`src/rtl/ser_iq_pkg.sv`:
```
package ser_iq_pkg;
  typedef enum logic {
    PIN_TWO  = 1'b0,
    PIN_FOUR = 1'b1
  } pin_mode_e;

  localparam int N_LANES = 2;
  localparam int N_PINS  = 4;
endpackage

```
`src/rtl/ser_bitclk_div.sv`:
```
module ser_bitclk_div #(
  parameter int DIV_W = 4
) (
  input  logic             clk,
  input  logic             rst,
  input  logic             restart,
  input  logic [DIV_W-1:0] div_sel,
  output logic             tick_o,
  output logic [DIV_W-1:0] cnt_o
);
  logic [DIV_W-1:0] cnt;

  assign tick_o = (cnt == div_sel) && !restart;
  assign cnt_o  = cnt;

  always_ff @(posedge clk) begin
    if (rst || restart) begin
      cnt <= '0;
    end else if (tick_o) begin
      cnt <= '0;
    end else begin
      cnt <= cnt + 1'b1;
    end
  end
endmodule

```
`src/rtl/ser_frame_seq.sv`:
```
module ser_frame_seq #(
  parameter int FRM_W  = 7,
  parameter int LEAD_W = 2
) (
  input  logic              clk,
  input  logic              rst,
  input  logic              restart,
  input  logic              tick,
  input  logic [FRM_W-1:0]  interval,
  input  logic [LEAD_W-1:0] lead,
  input  logic [FRM_W-1:0]  slots,
  output logic              cap_en,
  output logic              first_slot,
  output logic              last_slot,
  output logic              strobe
);
  localparam int LEAD_MAX = (1 << LEAD_W);

  logic [FRM_W-1:0] pos;
  logic             armed;
  logic [FRM_W-1:0] lead_mod;
  logic [FRM_W-1:0] tgt;
  logic [FRM_W:0]   pos_inc;

  always_comb begin
    lead_mod = FRM_W'(lead);
    for (int k = 0; k < LEAD_MAX; k++) begin
      if (interval != '0 && lead_mod >= interval) begin
        lead_mod = lead_mod - interval;
      end
    end
    tgt = (lead_mod == '0) ? '0 : (interval - lead_mod);
  end

  assign pos_inc    = {1'b0, pos} + 1'b1;
  assign cap_en     = tick && armed && (pos < slots);
  assign first_slot = (pos == '0);
  assign last_slot  = (pos == slots - 1'b1);
  assign strobe     = tick && armed && (pos == tgt);

  always_ff @(posedge clk) begin
    if (rst) begin
      pos   <= '0;
      armed <= 1'b0;
    end else if (restart) begin
      pos   <= '0;
      armed <= 1'b1;
    end else if (tick) begin
      if (pos_inc >= {1'b0, interval}) begin
        pos <= '0;
      end else begin
        pos <= pos_inc[FRM_W-1:0];
      end
    end
  end
endmodule

```
`src/rtl/ser_lane_asm.sv`:
```
module ser_lane_asm #(
  parameter int WORD_W = 16
) (
  input  logic              clk,
  input  logic              rst,
  input  logic              load,
  input  logic              first,
  input  logic              pair,
  input  logic              hi_bit,
  input  logic              lo_bit,
  input  logic              emit,
  output logic [WORD_W-1:0] word_o
);
  logic [WORD_W-1:0] sr;
  logic [WORD_W-1:0] base;
  logic [WORD_W-1:0] nxt;

  always_comb begin
    base = first ? '0 : sr;
    if (pair) begin
      nxt = {base[WORD_W-3:0], hi_bit, lo_bit};
    end else begin
      nxt = {base[WORD_W-2:0], hi_bit};
    end
  end

  always_ff @(posedge clk) begin
    if (rst) begin
      sr     <= '0;
      word_o <= '0;
    end else begin
      if (load) begin
        sr <= nxt;
      end
      if (emit) begin
        word_o <= nxt;
      end
    end
  end
endmodule

```
`src/rtl/ser_iq_deser.sv`:
```
module ser_iq_deser
  import ser_iq_pkg::*;
#(
  parameter int WORD_W = 16,
  parameter int DIV_W  = 4,
  parameter int FRM_W  = 7,
  parameter int LEAD_W = 2,
  localparam int BITS_W = $clog2(WORD_W)
) (
  input  logic              clk,
  input  logic              rst,
  input  logic              sync_in,
  input  logic [DIV_W-1:0]  cfg_clkdiv,
  input  logic [BITS_W-1:0] cfg_bits,
  input  logic [FRM_W-1:0]  cfg_interval,
  input  logic [LEAD_W-1:0] cfg_lead,
  input  logic              cfg_four_pin,
  input  logic [3:0]        ser_pins,
  output logic              frame_strobe,
  output logic              out_valid,
  output logic [WORD_W-1:0] out_i,
  output logic [WORD_W-1:0] out_q,
  output logic              cfg_err
);
  pin_mode_e         mode;
  logic              four;
  logic              sync_q1, sync_q2;
  logic              bit_tick;
  logic [DIV_W-1:0]  div_cnt;
  logic [BITS_W:0]   word_len;
  logic [BITS_W:0]   half_len;
  logic [FRM_W-1:0]  slots;
  logic              cap_en, first_slot, last_slot;
  logic              last_odd, pair, emit;
  logic              err_q, valid_q;
  logic [WORD_W-1:0] lane_word [N_LANES];

  assign mode     = pin_mode_e'(cfg_four_pin);
  assign four     = (mode == PIN_FOUR);
  assign word_len = {1'b0, cfg_bits} + 1'b1;
  assign half_len = (word_len + 1'b1) >> 1;
  assign slots    = four ? FRM_W'(half_len) : FRM_W'(word_len);

  always_ff @(posedge clk) begin
    if (rst) begin
      sync_q1 <= 1'b0;
      sync_q2 <= 1'b0;
    end else begin
      sync_q1 <= sync_in;
      sync_q2 <= sync_q1;
    end
  end

  ser_bitclk_div #(.DIV_W(DIV_W)) u_div (
    .clk     (clk),
    .rst     (rst),
    .restart (sync_q2),
    .div_sel (cfg_clkdiv),
    .tick_o  (bit_tick),
    .cnt_o   (div_cnt)
  );

  ser_frame_seq #(.FRM_W(FRM_W), .LEAD_W(LEAD_W)) u_seq (
    .clk        (clk),
    .rst        (rst),
    .restart    (sync_q2),
    .tick       (bit_tick),
    .interval   (cfg_interval),
    .lead       (cfg_lead),
    .slots      (slots),
    .cap_en     (cap_en),
    .first_slot (first_slot),
    .last_slot  (last_slot),
    .strobe     (frame_strobe)
  );

  assign last_odd = four && !cfg_bits[0] && last_slot;
  assign pair     = four && !last_odd;
  assign emit     = cap_en && last_slot && !err_q;

  always_ff @(posedge clk) begin
    if (rst) begin
      err_q   <= 1'b0;
      valid_q <= 1'b0;
    end else begin
      err_q   <= (cfg_interval == '0) || (slots > cfg_interval);
      valid_q <= emit;
    end
  end

  for (genvar g = 0; g < N_LANES; g++) begin : g_lane
    logic hi_pin, lo_pin;
    if (g == 0) begin : g_i
      assign hi_pin = ser_pins[0];
      assign lo_pin = ser_pins[1];
    end else begin : g_q
      assign hi_pin = four ? ser_pins[2] : ser_pins[1];
      assign lo_pin = ser_pins[3];
    end
    ser_lane_asm #(.WORD_W(WORD_W)) u_lane (
      .clk    (clk),
      .rst    (rst),
      .load   (cap_en),
      .first  (first_slot),
      .pair   (pair),
      .hi_bit (hi_pin),
      .lo_bit (lo_pin),
      .emit   (emit),
      .word_o (lane_word[g])
    );
  end

  assign out_i     = lane_word[0];
  assign out_q     = lane_word[1];
  assign out_valid = valid_q;
  assign cfg_err   = err_q;
endmodule

```
`config.mk`:
```
export PLATFORM = sky130hd
export DESIGN_NAME = ser_iq_deser
export DESIGN_NICKNAME = d
export VERILOG_FILES = /design/src/rtl/ser_iq_pkg.sv /design/src/rtl/ser_bitclk_div.sv /design/src/rtl/ser_frame_seq.sv /design/src/rtl/ser_lane_asm.sv /design/src/rtl/ser_iq_deser.sv
export SDC_FILE = /design/constraint.sdc
export NUM_CORES = 1
export LEC_CHECK = 0
export BUFFER_PORTS_ARGS = -buffer_cell sky130_fd_sc_hd__buf_2
export CAP_MARGIN = 20
export CORE_ASPECT_RATIO = 0.8
export CORE_UTILIZATION = 30
export CTS_CLUSTER_SIZE = 30
export DETAILED_ROUTE_END_ITERATION = 16
export PLACE_DENSITY = 0.46
export REMOVE_ABC_BUFFERS = 1
export SLEW_MARGIN = 20
export SYNTH_ARGS = -nofsm -noshare
export SYNTH_HDL_FRONTEND = slang
export SYNTH_SLANG_ARGS = --single-unit
```
`constraint.sdc`:
```
create_clock -name clk -period 11.65 [get_ports clk]
set_clock_uncertainty 0.2 [all_clocks]
set_input_delay 1.165 -clock clk [delete_from_list [all_inputs] [get_ports clk]]
set_output_delay 1.165 -clock clk [all_outputs]
set_load 0.1 [all_outputs]
```
==> metrics <==
final setup vio count=0; number of synthesis warnings=0; CP peak stage delay=0.54 ns; first-pass detailed-route iteration total=5; Crit. End Element=output port; fin nets=818; FF-to-FF path depth=9; largest family of logic cells by synthesized area=simple AND/OR/NAND/NOR gates; Placer Congestion=0.888; Avg Cell Area, Syn=8.42 um^2; CP bufs+invs=4; commonest non-fill, non-tap cell in the layout=nand2_1; Startpoint Class=input port; CP max-delay cell=or4_1; Syn Inst Count=685; initial antenna violation count=0; Area Overhead vs Synth=14.9%; XOR/XNOR Fraction of Synth Area=5.85%; Root Driver=clkbuf_16; Yosys reg bits=78; global-route wire length before repair=25.4 mm; DP Cell Count=982; Worst Hold Class=flip-flop to flip-flop; Hold EP=sync_q2$_SDFF_PP0_; Inserted Clock Buffers=9; sequential area share after synthesis=27.1%; clock latency on the worst-skew pair=0.33 ns; drt via density=5.10; Crit path top cell by count=ha_1; WHS Path Cells=1; worst hold margin=0.239 ns; Leakage=2.88 nW; Die Area=0.0198 mm^2; core footprint=0.0185 mm^2; r2r setup slk=8.14 ns; PwrDens=104 mW/mm^2; RSZ-0062 raised after global routing=no; final WL=15.6 mm; fin cells=995; hpwl dp=12.1 mm; Pins Over Slew Limit=0; layout cell share with drive strength beyond 1=16.4%; CTS Sinks=78; row cnt=44; vias in the first global route=4885; final worst path period share=95.0%; port bufs=59; ANT cells=0; Post-synth EDFFs=0; most frequent cells in the layout=nand2_1, dfxtp_1, o21ai_1, buf_2, ha_1; GRT Util Overall=16.3%; Max Cap Viol=0; hold buffer count at cts=0; Synth Area in Adders=12.1%; post-synthesis mux area share=9.35%; Clock transition at path regs=0.06 ns; f_max=0.0904 GHz; H-tree depth=3; outcome=finished, final reports clean; Compound-Gate Fraction of Synth Area=19.2%; CP max FO=10; post-synthesis cell area=0.00577 mm^2; DR iter-0 viols=396; critical path arrival=9.70 ns; min-delay src=sync_q1$_SDFF_PP0_; Final Critical Period=11.06 ns; largest net degree at the start of global routing=33; delay-heaviest family, CP=compound AO/OA/AOI/OAI gates; # Post-CTS Setup Buffers=0; CP required=10.29 ns; CTS tree=yes; library cells used by synthesis=87; setup TNS=0 ns; Final Hold Violating Endpoints=0; DR vias=5072; Routed Antenna Nets=0; DRC errors left=0; maximum vdd ir drop=54.1 uV; # IOs=60; worst r2r src=u_seq.pos[0]$_SDFFE_PP0P_; Die X=157 um; wire per inst=15.7 um; Die Ht=126 um; Slew headroom=28.7%; clock buffer depth=2; r2r endpoint=g_lane[1].u_lane.sr[0]$_SDFFE_PP0P_; ys flop type=dfxtp_1; ys async rst share=0%; critical path class=input port to output port; Initial Util=31.2%; global route total overflow=0; simple-gate area share of the yosys netlist=21.4%; Worst Max-Slew Pin Slew=1.06 ns
[kinds of logic after synthesis]
kind of cell / Yosys count
AO/OA/AOI/OAI: 170
XOR/XNOR: 37
buffers and inverters: 57
adder cells (fa/ha/maj): 53
AND/OR/NAND/NOR: 238
flip-flops: 78
multiplexers: 52
[through the flow]
stage | util [%] | area, um^2 | setup slack (ns) | power (mW)
3_3_place_gp | 34.1 | 6310 | 0.325 | 0.430
6_report | 35.9 | 6630 | 0.588 | 0.691
2_1_floorplan | - | 5600 | 0.650 | 0.386
5_1_grt | 35.9 | 6630 | 0.0764 | 0.727
4_1_cts | 35.6 | 6580 | 0.231 | 0.695
3_5_place_dp | 34.1 | 6310 | 0.305 | 0.430
[cell type report]
class	instances	area (um^2)
Tap cell	253	317
Clock buffer	9	225
Sequential cell	78	1560
Clock inverter	4	51.3
Timing Repair Buffer	69	385
Multi-Input combinational cell	550	3970
Fill cell	1970	11900
Inverter	32	120
[timing repair]
action / in CTS / in global routing
setup endpoints to repair: 0 / 1
resized for setup: 0 / 8
hold endpoints to repair: 0 / 0
[metal layers]
layer  global-route usage, %  vias up  share of wire [%]
met3                    3.44       12                4.2
met1                    23.6     2405                 53
met2                    24.8      102                 42
met4                    2.74        0               0.62
li1                        -     2553                  -
met5                       0        -                  0
[state kept, by name, indices dropped and copies added (netlist names), 4 cells and up]
name,count
g_lane.u_lane.word_o,32
g_lane.u_lane.sr,30
u_seq.pos,7
u_div.cnt_o,4
[synthesized netlist by cell type, drive strengths merged, types with 2 or more instances]
cell type | instances | area (um^2)
a2111oi | 3 | 32.5
a211oi | 3 | 22.5
a21boi | 2 | 15.0
a21o | 9 | 68.8
a21oi | 23 | 119
a221oi | 2 | 23.8
a31oi | 6 | 73.8
and2 | 3 | 18.8
and3 | 8 | 55.1
buf | 15 | 130
clkbuf | 10 | 37.5
dfxtp | 78 | 1560
fa | 5 | 100
ha | 48 | 601
inv | 32 | 120
mux2 | 5 | 56.3
mux2i | 47 | 483
nand2 | 90 | 340
nand2b | 13 | 88.8
nand3 | 15 | 87.6
nand4b | 2 | 17.5
nor2 | 50 | 206
nor2b | 12 | 75.1
nor3 | 15 | 85.1
nor4 | 7 | 65.1
o211ai | 4 | 30.0
o21a | 9 | 67.6
o21ai | 80 | 400
o21bai | 2 | 15.0
o22ai | 4 | 25.0
o31ai | 4 | 30.0
o32a | 2 | 21.3
o32ai | 2 | 17.5
o41ai | 3 | 26.3
or2 | 5 | 36.3
or2b | 3 | 22.5
or3 | 7 | 53.8
xnor2 | 23 | 201
xor2 | 13 | 114
[how the worst max path moves through the flow]
stage,end,start,cells past startpoint
after floorplan,frame_strobe,cfg_interval[1],37
after global placement,frame_strobe,cfg_interval[0],37
after CTS,frame_strobe,cfg_interval[0],37
after detailed placement,frame_strobe,cfg_interval[0],37
after global routing,frame_strobe,cfg_interval[0],38
final,frame_strobe,cfg_interval[0],38
[power breakdown]
part | internal [mW] | total, mW | leakage (nW) | switching (mW)
clock network | 0.162 | 0.264 | 0.133 | 0.102
registers | 0.269 | 0.271 | 0.629 | 0.00224
logic | 0.0648 | 0.157 | 2.11 | 0.0921
(Power assumes the default switching activity.)
